==> src/rtl/ds3mon_pkg.sv <==
package ds3mon_pkg;

  localparam int INT_W        = 6;
  localparam int INT_LOS      = 0;
  localparam int INT_OOF      = 1;
  localparam int INT_IDLE     = 2;
  localparam int INT_FERF     = 3;
  localparam int INT_FEAC_VAL = 4;
  localparam int INT_FEAC_RMV = 5;
  localparam int CODE_W       = 6;

  // strobes and levels handed from datapath to control
  typedef struct packed {
    logic              losSet;      // this bit completes the zero run
    logic              losClr;      // this bit completes the one run
    logic              oofCond;     // F or M window over threshold
    logic              mfClose;     // an M-frame closes on this bit
    logic              frameIdleOk; // closing frame met the idle rule
    logic              xBothZero;   // second X-bit seen, both zero
    logic              xBothOne;    // second X-bit seen, both one
    logic              feacNew;     // a full alarm codeword arrived
    logic [CODE_W-1:0] feacWord;    // its code field
  } monEvt_t;

endpackage

==> src/rtl/ds3mon_datapath.sv <==
module ds3mon_datapath
  import ds3mon_pkg::*;
#(
  parameter int LOS_SET    = 180,
  parameter int LOS_CLR    = 60,
  parameter int F_WIN      = 15,
  parameter int OOF_THR_LO = 3,
  parameter int OOF_THR_HI = 6,
  parameter int M_WIN      = 4,
  parameter int M_THR      = 3
) (
  input  logic       clk,
  input  logic       rstN,
  input  logic       bitValid,
  input  logic       rxBit,
  input  logic       refBit,
  input  logic       isF,
  input  logic       isM,
  input  logic       isX,
  input  logic       isC,
  input  logic [2:0] cSub,
  input  logic [1:0] cNum,
  input  logic       isPay,
  input  logic       mfStart,
  input  logic       oofSix,
  output monEvt_t    evt
);

  localparam int ZW       = $clog2(LOS_SET + 1);
  localparam int OW       = $clog2(LOS_CLR + 1);
  localparam int FCW      = $clog2(F_WIN + 1);
  localparam int MCW      = $clog2(M_WIN + 1);
  localparam int FEAC_LEN = 16;
  localparam int SCW      = $clog2(FEAC_LEN + 1);

  localparam logic [ZW-1:0]  ZERO_MAX = ZW'(LOS_SET);
  localparam logic [ZW-1:0]  ZERO_HIT = ZW'(LOS_SET - 1);
  localparam logic [OW-1:0]  ONE_MAX  = OW'(LOS_CLR);
  localparam logic [OW-1:0]  ONE_HIT  = OW'(LOS_CLR - 1);
  localparam logic [SCW-1:0] SINCE_MAX = SCW'(FEAC_LEN);
  localparam logic [SCW-1:0] SINCE_HIT = SCW'(FEAC_LEN - 1);

  // ---------------- run lengths for signal loss ----------------
  logic [ZW-1:0] zeroRun;
  logic [OW-1:0] oneRun;

  always_ff @(posedge clk) begin
    if (!rstN) begin
      zeroRun <= '0;
      oneRun  <= '0;
    end else if (bitValid) begin
      if (rxBit) begin
        zeroRun <= '0;
        if (oneRun != ONE_MAX) oneRun <= oneRun + 1'b1;
      end else begin
        oneRun <= '0;
        if (zeroRun != ZERO_MAX) zeroRun <= zeroRun + 1'b1;
      end
    end
  end

  // ---------------- F-bit error window ----------------
  logic [F_WIN-1:0] fWin;
  logic [FCW-1:0]   fErrCnt, fThr;

  always_ff @(posedge clk) begin
    if (!rstN)                fWin <= '0;
    else if (bitValid && isF) fWin <= {fWin[F_WIN-2:0], rxBit ^ refBit};
  end

  assign fErrCnt = FCW'($countones(fWin));
  assign fThr    = oofSix ? FCW'(OOF_THR_HI) : FCW'(OOF_THR_LO);

  // ---------------- per-frame accumulators ----------------
  logic             inFrame;
  logic             mErrCur;
  logic [M_WIN-1:0] mHist;
  logic [MCW-1:0]   mErrCnt;
  logic [1:0]       xCnt, xCntBase;
  logic             xFirst;
  logic [1:0]       xOneCnt, xOneBase;
  logic             idleOk, idleBase;
  logic [1:0]       payPhase, payBase;
  logic             mHit, bitBad, newMf, xHit;

  assign newMf    = bitValid && mfStart;
  assign mHit     = bitValid && isM && (rxBit ^ refBit);
  assign xHit     = bitValid && isX;
  assign xCntBase = newMf ? 2'd0 : xCnt;
  assign xOneBase = newMf ? 2'd0 : xOneCnt;
  assign idleBase = newMf ? 1'b1 : idleOk;
  assign payBase  = newMf ? 2'd0 : payPhase;

  always_comb begin
    bitBad = 1'b0;
    if (bitValid) begin
      if (isC && cSub == 3'd3 && rxBit)       bitBad = 1'b1;
      if (isX && !rxBit)                      bitBad = 1'b1;
      if (isPay && (rxBit != ~payBase[1]))    bitBad = 1'b1;
    end
  end

  always_ff @(posedge clk) begin
    if (!rstN) begin
      inFrame  <= 1'b0;
      mErrCur  <= 1'b0;
      mHist    <= '0;
      xCnt     <= '0;
      xFirst   <= 1'b0;
      xOneCnt  <= '0;
      idleOk   <= 1'b1;
      payPhase <= '0;
    end else if (bitValid) begin
      if (newMf) begin
        inFrame <= 1'b1;
        mErrCur <= mHit;
        if (inFrame) mHist <= {mHist[M_WIN-2:0], mErrCur};
      end else if (mHit) begin
        mErrCur <= 1'b1;
      end
      idleOk <= idleBase & ~bitBad;
      if (xHit && xCntBase == 2'd0) xFirst <= rxBit;
      xCnt     <= (xHit && xCntBase != 2'd2) ? xCntBase + 2'd1 : xCntBase;
      xOneCnt  <= (xHit && rxBit && xOneBase != 2'd2) ? xOneBase + 2'd1 : xOneBase;
      payPhase <= isPay ? payBase + 2'd1 : payBase;
    end
  end

  assign mErrCnt = MCW'($countones(mHist));

  // ---------------- alarm channel codeword detect ----------------
  logic [FEAC_LEN-1:0] feacSr, feacSrNext;
  logic [SCW-1:0]      sinceCnt;
  logic                feacHit, feacMatch;

  assign feacHit    = bitValid && isC && cSub == 3'd1 && cNum == 2'd3;
  assign feacSrNext = {feacSr[FEAC_LEN-2:0], rxBit};
  assign feacMatch  = feacHit && (sinceCnt >= SINCE_HIT) && !feacSrNext[15]
                      && !feacSrNext[8] && (&feacSrNext[7:0]);

  always_ff @(posedge clk) begin
    if (!rstN) begin
      feacSr   <= '0;
      sinceCnt <= '0;
    end else if (feacHit) begin
      feacSr <= feacSrNext;
      if (feacMatch)                  sinceCnt <= '0;
      else if (sinceCnt != SINCE_MAX) sinceCnt <= sinceCnt + 1'b1;
    end
  end

  // ---------------- strobes to control ----------------
  always_comb begin
    evt.losSet      = bitValid && !rxBit && (zeroRun >= ZERO_HIT);
    evt.losClr      = bitValid &&  rxBit && (oneRun  >= ONE_HIT);
    evt.oofCond     = (fErrCnt >= fThr) || (mErrCnt >= MCW'(M_THR));
    evt.mfClose     = newMf && inFrame;
    evt.frameIdleOk = idleOk && (xOneCnt == 2'd2);
    evt.xBothZero   = xHit && (xCntBase == 2'd1) && !xFirst && !rxBit;
    evt.xBothOne    = xHit && (xCntBase == 2'd1) &&  xFirst &&  rxBit;
    evt.feacNew     = feacMatch;
    evt.feacWord    = feacSrNext[14:9];
  end

endmodule

==> src/rtl/ds3mon_ctrl.sv <==
module ds3mon_ctrl
  import ds3mon_pkg::*;
#(
  parameter int IDLE_MF   = 63,
  parameter int FEAC_HIST = 10,
  parameter int FEAC_SET  = 8,
  parameter int FEAC_RMV  = 3
) (
  input  logic              clk,
  input  logic              rstN,
  input  logic              losDisable,
  input  logic [INT_W-1:0]  intEn,
  input  monEvt_t           evt,
  output logic              losState,
  output logic              oofState,
  output logic              idleState,
  output logic              ferfState,
  output logic              feacValid,
  output logic [CODE_W-1:0] feacCode,
  output logic [INT_W-1:0]  intPulse
);

  localparam int IW  = $clog2(IDLE_MF + 1);
  localparam int HCW = $clog2(FEAC_HIST + 1);
  localparam logic [IW-1:0] IDLE_LAST = IW'(IDLE_MF - 1);

  // ---------------- next-state for the level defects ----------------
  logic losNext, ferfNext, idleNext;
  logic [IW-1:0] idleRun, idleRunNext;

  always_comb begin
    losNext = losState;
    if (losDisable)                      losNext = 1'b0;
    else if (!losState && evt.losSet)    losNext = 1'b1;
    else if ( losState && evt.losClr)    losNext = 1'b0;

    ferfNext = ferfState;
    if (evt.xBothZero)     ferfNext = 1'b1;
    else if (evt.xBothOne) ferfNext = 1'b0;

    idleNext    = idleState;
    idleRunNext = idleRun;
    if (evt.mfClose) begin
      if (evt.frameIdleOk != idleState) begin
        if (idleRun == IDLE_LAST) begin
          idleNext    = ~idleState;
          idleRunNext = '0;
        end else begin
          idleRunNext = idleRun + 1'b1;
        end
      end else begin
        idleRunNext = '0;
      end
    end
  end

  // ---------------- alarm code voting ----------------
  logic [CODE_W-1:0]    histCode [FEAC_HIST];
  logic [FEAC_HIST-1:0] histVld;
  logic [FEAC_HIST-1:0] eqNew, misOld;
  logic [HCW-1:0]       eqCnt, misCnt;
  logic                 feacSetEv, feacRmvEv;

  assign eqNew[0]  = 1'b1;
  assign misOld[0] = (evt.feacWord != feacCode);

  for (genvar gi = 1; gi < FEAC_HIST; gi++) begin : g_vote
    assign eqNew[gi]  = histVld[gi-1] && (histCode[gi-1] == evt.feacWord);
    assign misOld[gi] = histVld[gi-1] && (histCode[gi-1] != feacCode);
  end

  assign eqCnt     = HCW'($countones(eqNew));
  assign misCnt    = HCW'($countones(misOld));
  assign feacSetEv = evt.feacNew && !feacValid && (eqCnt  >= HCW'(FEAC_SET));
  assign feacRmvEv = evt.feacNew &&  feacValid && (misCnt >= HCW'(FEAC_RMV));

  always_ff @(posedge clk) begin
    if (!rstN) begin
      histVld <= '0;
      for (int i = 0; i < FEAC_HIST; i++) histCode[i] <= '0;
    end else if (evt.feacNew) begin
      histVld     <= {histVld[FEAC_HIST-2:0], 1'b1};
      histCode[0] <= evt.feacWord;
      for (int i = 1; i < FEAC_HIST; i++) histCode[i] <= histCode[i-1];
    end
  end

  // ---------------- state and interrupt registers ----------------
  always_ff @(posedge clk) begin
    if (!rstN) begin
      losState  <= 1'b0;
      oofState  <= 1'b0;
      idleState <= 1'b0;
      ferfState <= 1'b0;
      feacValid <= 1'b0;
      feacCode  <= '0;
      idleRun   <= '0;
      intPulse  <= '0;
    end else begin
      losState  <= losNext;
      oofState  <= evt.oofCond;
      idleState <= idleNext;
      idleRun   <= idleRunNext;
      ferfState <= ferfNext;
      if (feacSetEv) begin
        feacValid <= 1'b1;
        feacCode  <= evt.feacWord;
      end else if (feacRmvEv) begin
        feacValid <= 1'b0;
      end
      intPulse[INT_LOS]      <= intEn[INT_LOS]      && (losNext != losState);
      intPulse[INT_OOF]      <= intEn[INT_OOF]      && (evt.oofCond != oofState);
      intPulse[INT_IDLE]     <= intEn[INT_IDLE]     && (idleNext != idleState);
      intPulse[INT_FERF]     <= intEn[INT_FERF]     && (ferfNext != ferfState);
      intPulse[INT_FEAC_VAL] <= intEn[INT_FEAC_VAL] && feacSetEv;
      intPulse[INT_FEAC_RMV] <= intEn[INT_FEAC_RMV] && feacRmvEv;
    end
  end

endmodule

==> src/rtl/ds3_defect_mon.sv <==
module ds3_defect_mon
  import ds3mon_pkg::*;
#(
  parameter int LOS_SET    = 180,
  parameter int LOS_CLR    = 60,
  parameter int F_WIN      = 15,
  parameter int OOF_THR_LO = 3,
  parameter int OOF_THR_HI = 6,
  parameter int M_WIN      = 4,
  parameter int M_THR      = 3,
  parameter int IDLE_MF    = 63,
  parameter int FEAC_HIST  = 10,
  parameter int FEAC_SET   = 8,
  parameter int FEAC_RMV   = 3
) (
  input  logic       clk,
  input  logic       rstN,
  input  logic       losDisable,
  input  logic       oofSix,
  input  logic [5:0] intEn,
  input  logic       bitValid,
  input  logic       rxBit,
  input  logic       refBit,
  input  logic       isF,
  input  logic       isM,
  input  logic       isX,
  input  logic       isC,
  input  logic [2:0] cSub,
  input  logic [1:0] cNum,
  input  logic       isPay,
  input  logic       mfStart,
  output logic       losState,
  output logic       oofState,
  output logic       idleState,
  output logic       ferfState,
  output logic       feacValid,
  output logic [5:0] feacCode,
  output logic [5:0] intPulse
);

  monEvt_t evt;

  ds3mon_datapath #(
    .LOS_SET(LOS_SET), .LOS_CLR(LOS_CLR), .F_WIN(F_WIN),
    .OOF_THR_LO(OOF_THR_LO), .OOF_THR_HI(OOF_THR_HI),
    .M_WIN(M_WIN), .M_THR(M_THR)
  ) u_dp (
    .clk(clk), .rstN(rstN), .bitValid(bitValid), .rxBit(rxBit),
    .refBit(refBit), .isF(isF), .isM(isM), .isX(isX), .isC(isC),
    .cSub(cSub), .cNum(cNum), .isPay(isPay), .mfStart(mfStart),
    .oofSix(oofSix), .evt(evt)
  );

  ds3mon_ctrl #(
    .IDLE_MF(IDLE_MF), .FEAC_HIST(FEAC_HIST),
    .FEAC_SET(FEAC_SET), .FEAC_RMV(FEAC_RMV)
  ) u_ctrl (
    .clk(clk), .rstN(rstN), .losDisable(losDisable), .intEn(intEn),
    .evt(evt), .losState(losState), .oofState(oofState),
    .idleState(idleState), .ferfState(ferfState),
    .feacValid(feacValid), .feacCode(feacCode), .intPulse(intPulse)
  );

endmodule

==> config.mk <==
export PLATFORM = sky130hd
export DESIGN_NAME = ds3_defect_mon
export DESIGN_NICKNAME = d
export VERILOG_FILES = /design/src/rtl/ds3mon_pkg.sv /design/src/rtl/ds3mon_datapath.sv /design/src/rtl/ds3mon_ctrl.sv /design/src/rtl/ds3_defect_mon.sv
export SDC_FILE = /design/constraint.sdc
export NUM_CORES = 1
export LEC_CHECK = 0
export BUFFER_PORTS_ARGS = -buffer_cell sky130_fd_sc_hd__buf_2
export CAP_MARGIN = 0
export CORE_MARGIN = 2
export CORE_UTILIZATION = 55
export DETAILED_ROUTE_END_ITERATION = 8
export PLACE_DENSITY = 0.83
export SYNTH_ARGS = -nofsm -noshare
export SYNTH_HDL_FRONTEND = slang
export SYNTH_HIERARCHICAL = 1
export SYNTH_SLANG_ARGS = --single-unit
==> constraint.sdc <==
create_clock -name clk -period 5.1 [get_ports clk]
set_clock_uncertainty 0.05 [all_clocks]
set_input_delay 0.51 -clock clk [delete_from_list [all_inputs] [get_ports clk]]
set_output_delay 0.51 -clock clk [all_outputs]
set_load 0.01 [all_outputs]
==> flow_metrics.py <==
metrics = {
    "synth": {
        "synth_edf_count": 54,
        "synthTopCellsByArea": "dfxtp_1 23%, edfxtp_1 19%, xnor2_1 7.7%, xor2_1 6.0%, ha_1 4.8%",
        "synth_fp_nets": 921,
        "synthesis.instances": 846,
        "synth_ff_type": "dfxtp_1",
        "netlist.area_leader.share": 0.228,
        "yosysUniqueCellTypes": 61,
        "synth_area_um2": 8360,
        "ys_ff_latch": 149,
        "yosysTopAreaCell": "dfxtp_1",
        "ys_warn_count": 6,
        "ys_async_sr_fraction": 0,
        "avgSynthCellArea_um2": 9.88,
        "seq_area_frac_synth": 0.422,
    },
    "worst_setup_path": {
        "path_buf_inv": 3,
        "worstPathArrival_ps": 4870,
        "r2r_cells": 15,
        "worst-setup-path-type": "flip-flop to flip-flop",
        "path_delay_family": "adder cells",
        "cp_slowest_cell": "dfxtp_1",
        "slowest_delay_ps": 740,
        "crit_top_cell": "fa_1",
        "crit_cells": 15,
        "reg2reg_setup_slack_ps": 500,
        "end_kind": "flip-flop",
        "critPathLaunchType": "flip-flop",
        "crit_path_max_fanout": 12,
        "crit_chain": "xnor2_1 -> nand4_1 -> o31a_1 -> fa_1 -> inv_1 -> fa_1 -> fa_1 -> inv_1 -> ha_1 -> inv_1 -> fa_1 -> nor2b_1 -> and3b_1 -> o21a_1 -> o21a_1",
        "cp.required_ps": 5370,
    },
    "sta": {
        "worst_slack_ps": 501,
        "fin_crit_sh": 0.902,
        "timing.fmax_ghz": 0.217,
        "setup_viol": 0,
        "worstMarginPinSlew_ps": 771,
        "rsz0062_at_grt": "no",
        "final_max_slew_viol_count": 0,
        "slew_headroom": 0.485,
        "hold_violations": 0,
        "setup_tns_ps": 0,
        "fin_crit_ps": 4600,
    },
    "die": {
        "ios": 41,
        "core_area_um2": 15000,
        "rows": 45,
        "die-area_um2": 16200,
        "dieWidth_um": 127,
        "die_y_um": 127,
        "initial_core_util": 0.556,
    },
    "clock_tree": {
        "htree_levels": 4,
        "cts_resized": 0,
        "root_buffer": "clkbuf_16",
        "cts_setup_buffers": 0,
        "cts_sinks": 149,
        "holdBufCountCts": 0,
        "clk_latency_ps": 430,
        "cts_tree": "yes",
        "clockBufferDepth": 2,
        "cts_made_buffers": 17,
        "clkTransAtPathRegs_ps": 60,
    },
    "placement": {
        "globalplace.congestion": 0.944,
        "dp_hpwl_um": 12000,
        "dp_slack_ps": 496,
        "portBuffers": 40,
    },
    "drt": {
        "ant_nets": 0,
        "wirelength_um": 17800,
        "first_pass_iters": 6,
        "wl_per_cell_um": 16.7,
        "drc": 0,
        "vias_per_cell": 5.81,
        "drtIter0Drc": 708,
        "vias": 6191,
    },
    "min_path": {
        "min_path_type": "primary input to flip-flop",
        "hold_depth": 2,
    },
    "global_routing": {
        "grt_max_degree": 67,
        "grt_usage": 0.226,
        "first_global_vias": 5785,
        "antenna_found_initial": 0,
        "grt_pass1_wl_um": 29000,
        "overflow": 0,
    },
    "power": {
        "ir_drop_mv": 0.243,
        "leakage_nw": 3.68,
        "power-per-cell-area_nw_per_um2": 294,
    },
    "cells_and_area": {
        "mostFrequentLayoutCell": "dfxtp_1",
        "diodes": 0,
        "nets": 940,
        "drive_gt1_frac": 0.105,
        "final_cell_mix": "95 x dfxtp_1, 84 x nand2_1, 73 x xnor2_1, 58 x and3_1, 57 x xor2_1",
        "syn2layout_area_growth_pct": 10.4,
    },
    "flow_run": {
        "maxCapViolCount": 0,
    },
    "status": {
        "status": "finished, final reports clean",
    },
}
## kinds of logic after synthesis
group	after synthesis	share of synthesized area
simple gates	283	0.180
flops	149	0.422
xor+xnor	130	0.136
compound gates	104	0.0794
fa+ha+maj	51	0.0934
mux	30	0.0374
buf+inv	99	0.0520
## stage by stage
stage / instances / utilization / hold WS [ps] / area [um^2] / total power (W)
3_5_place_dp: 1034 / 0.574 / 405 / 8620 / 0.00145
4_1_cts: 1066 / 0.614 / 196 / 9230 / 0.00272
6_report: 1066 / 0.614 / 202 / 9230 / 0.00271
3_3_place_gp: 1034 / 0.574 / 397 / 8620 / 0.00144
2_1_floorplan: 846 / - / 386 / 8360 / 0.00140
5_1_grt: 1066 / 0.614 / 193 / 9230 / 0.00280
## synth_stat cells, types with 10 or more instances
| library cell | n |
|---|---|
| a21oi_1 | 41 |
| and3_1 | 58 |
| buf_2 | 20 |
| clkbuf_1 | 20 |
| dfxtp_1 | 95 |
| edfxtp_1 | 54 |
| fa_1 | 19 |
| ha_1 | 32 |
| inv_1 | 48 |
| mux2i_1 | 29 |
| nand2_1 | 84 |
| nand3_1 | 10 |
| nand4_1 | 26 |
| nor2_1 | 40 |
| nor2b_1 | 12 |
| o21ai_0 | 24 |
| xnor2_1 | 73 |
| xor2_1 | 57 |
## worst reg2reg max path, cell delays in order (launching register included)
cell and delay [ps]:
dfxtp_1 740, xnor2_1 200, nand4_1 110, o31a_1 330
fa_1 550, inv_1 50, fa_1 470, fa_1 560
inv_1 40, ha_1 200, inv_1 70, fa_1 400
nor2b_1 190, and3b_1 210, o21a_1 180, o21a_1 160
## layer usage
| layer | wire, um | GRT usage | vias up |
|---|---|---|---|
| met3 | 1030 | 0.0536 | 39 |
| met4 | 365 | 0.0750 | 0 |
| met2 | 8210 | 0.353 | 206 |
| met1 | 8180 | 0.311 | 3002 |
| met5 | 0 | 0 | - |
| li1 | - | - | 2944 |
## state kept, by name, indices dropped and copies added (netlist names), 2 cells and up
register,count
u_ctrl/feacCode,6
u_ctrl/histCode,54
u_ctrl/histVld,9
u_ctrl/idleRun,6
u_ctrl/intPulse,6
u_dp/fWin,15
u_dp/feacSr,15
u_dp/mHist,4
u_dp/oneRun,6
u_dp/payPhase,2
u_dp/sinceCnt,5
u_dp/xCnt,2
u_dp/xOneCnt,2
u_dp/zeroRun,8
## power by group
group	leakage [nW]	switching (W)	internal (W)
Combinational	2.11	0.0000781	0.0000499
Clock	0.291	0.000512	0.000775
Sequential	1.28	0.0000354	0.00126
## area by class of cell
cell class | instances | area, um^2
multi-input combinational | 598 | 4400
fill | 1189 | 5810
inverter | 48 | 180
sequential | 149 | 3520
tap | 188 | 235
clock buffer | 18 | 429
clock inverter | 14 | 174
timing repair buffer | 51 | 283
## path summary, 6_finish.rpt
| path | start | endpoint |
|---|---|---|
| hold / removal | losDisable | u_ctrl/losState |
| setup / recovery | u_ctrl/feacCode[2] | u_ctrl/feacValid |
| setup reg to reg | u_ctrl/feacCode[2] | u_ctrl/feacValid |
| hold reg to reg | u_dp/feacSr[6] | u_dp/feacSr[7] |
No activity file was read; power rests on OpenSTA's default activity.
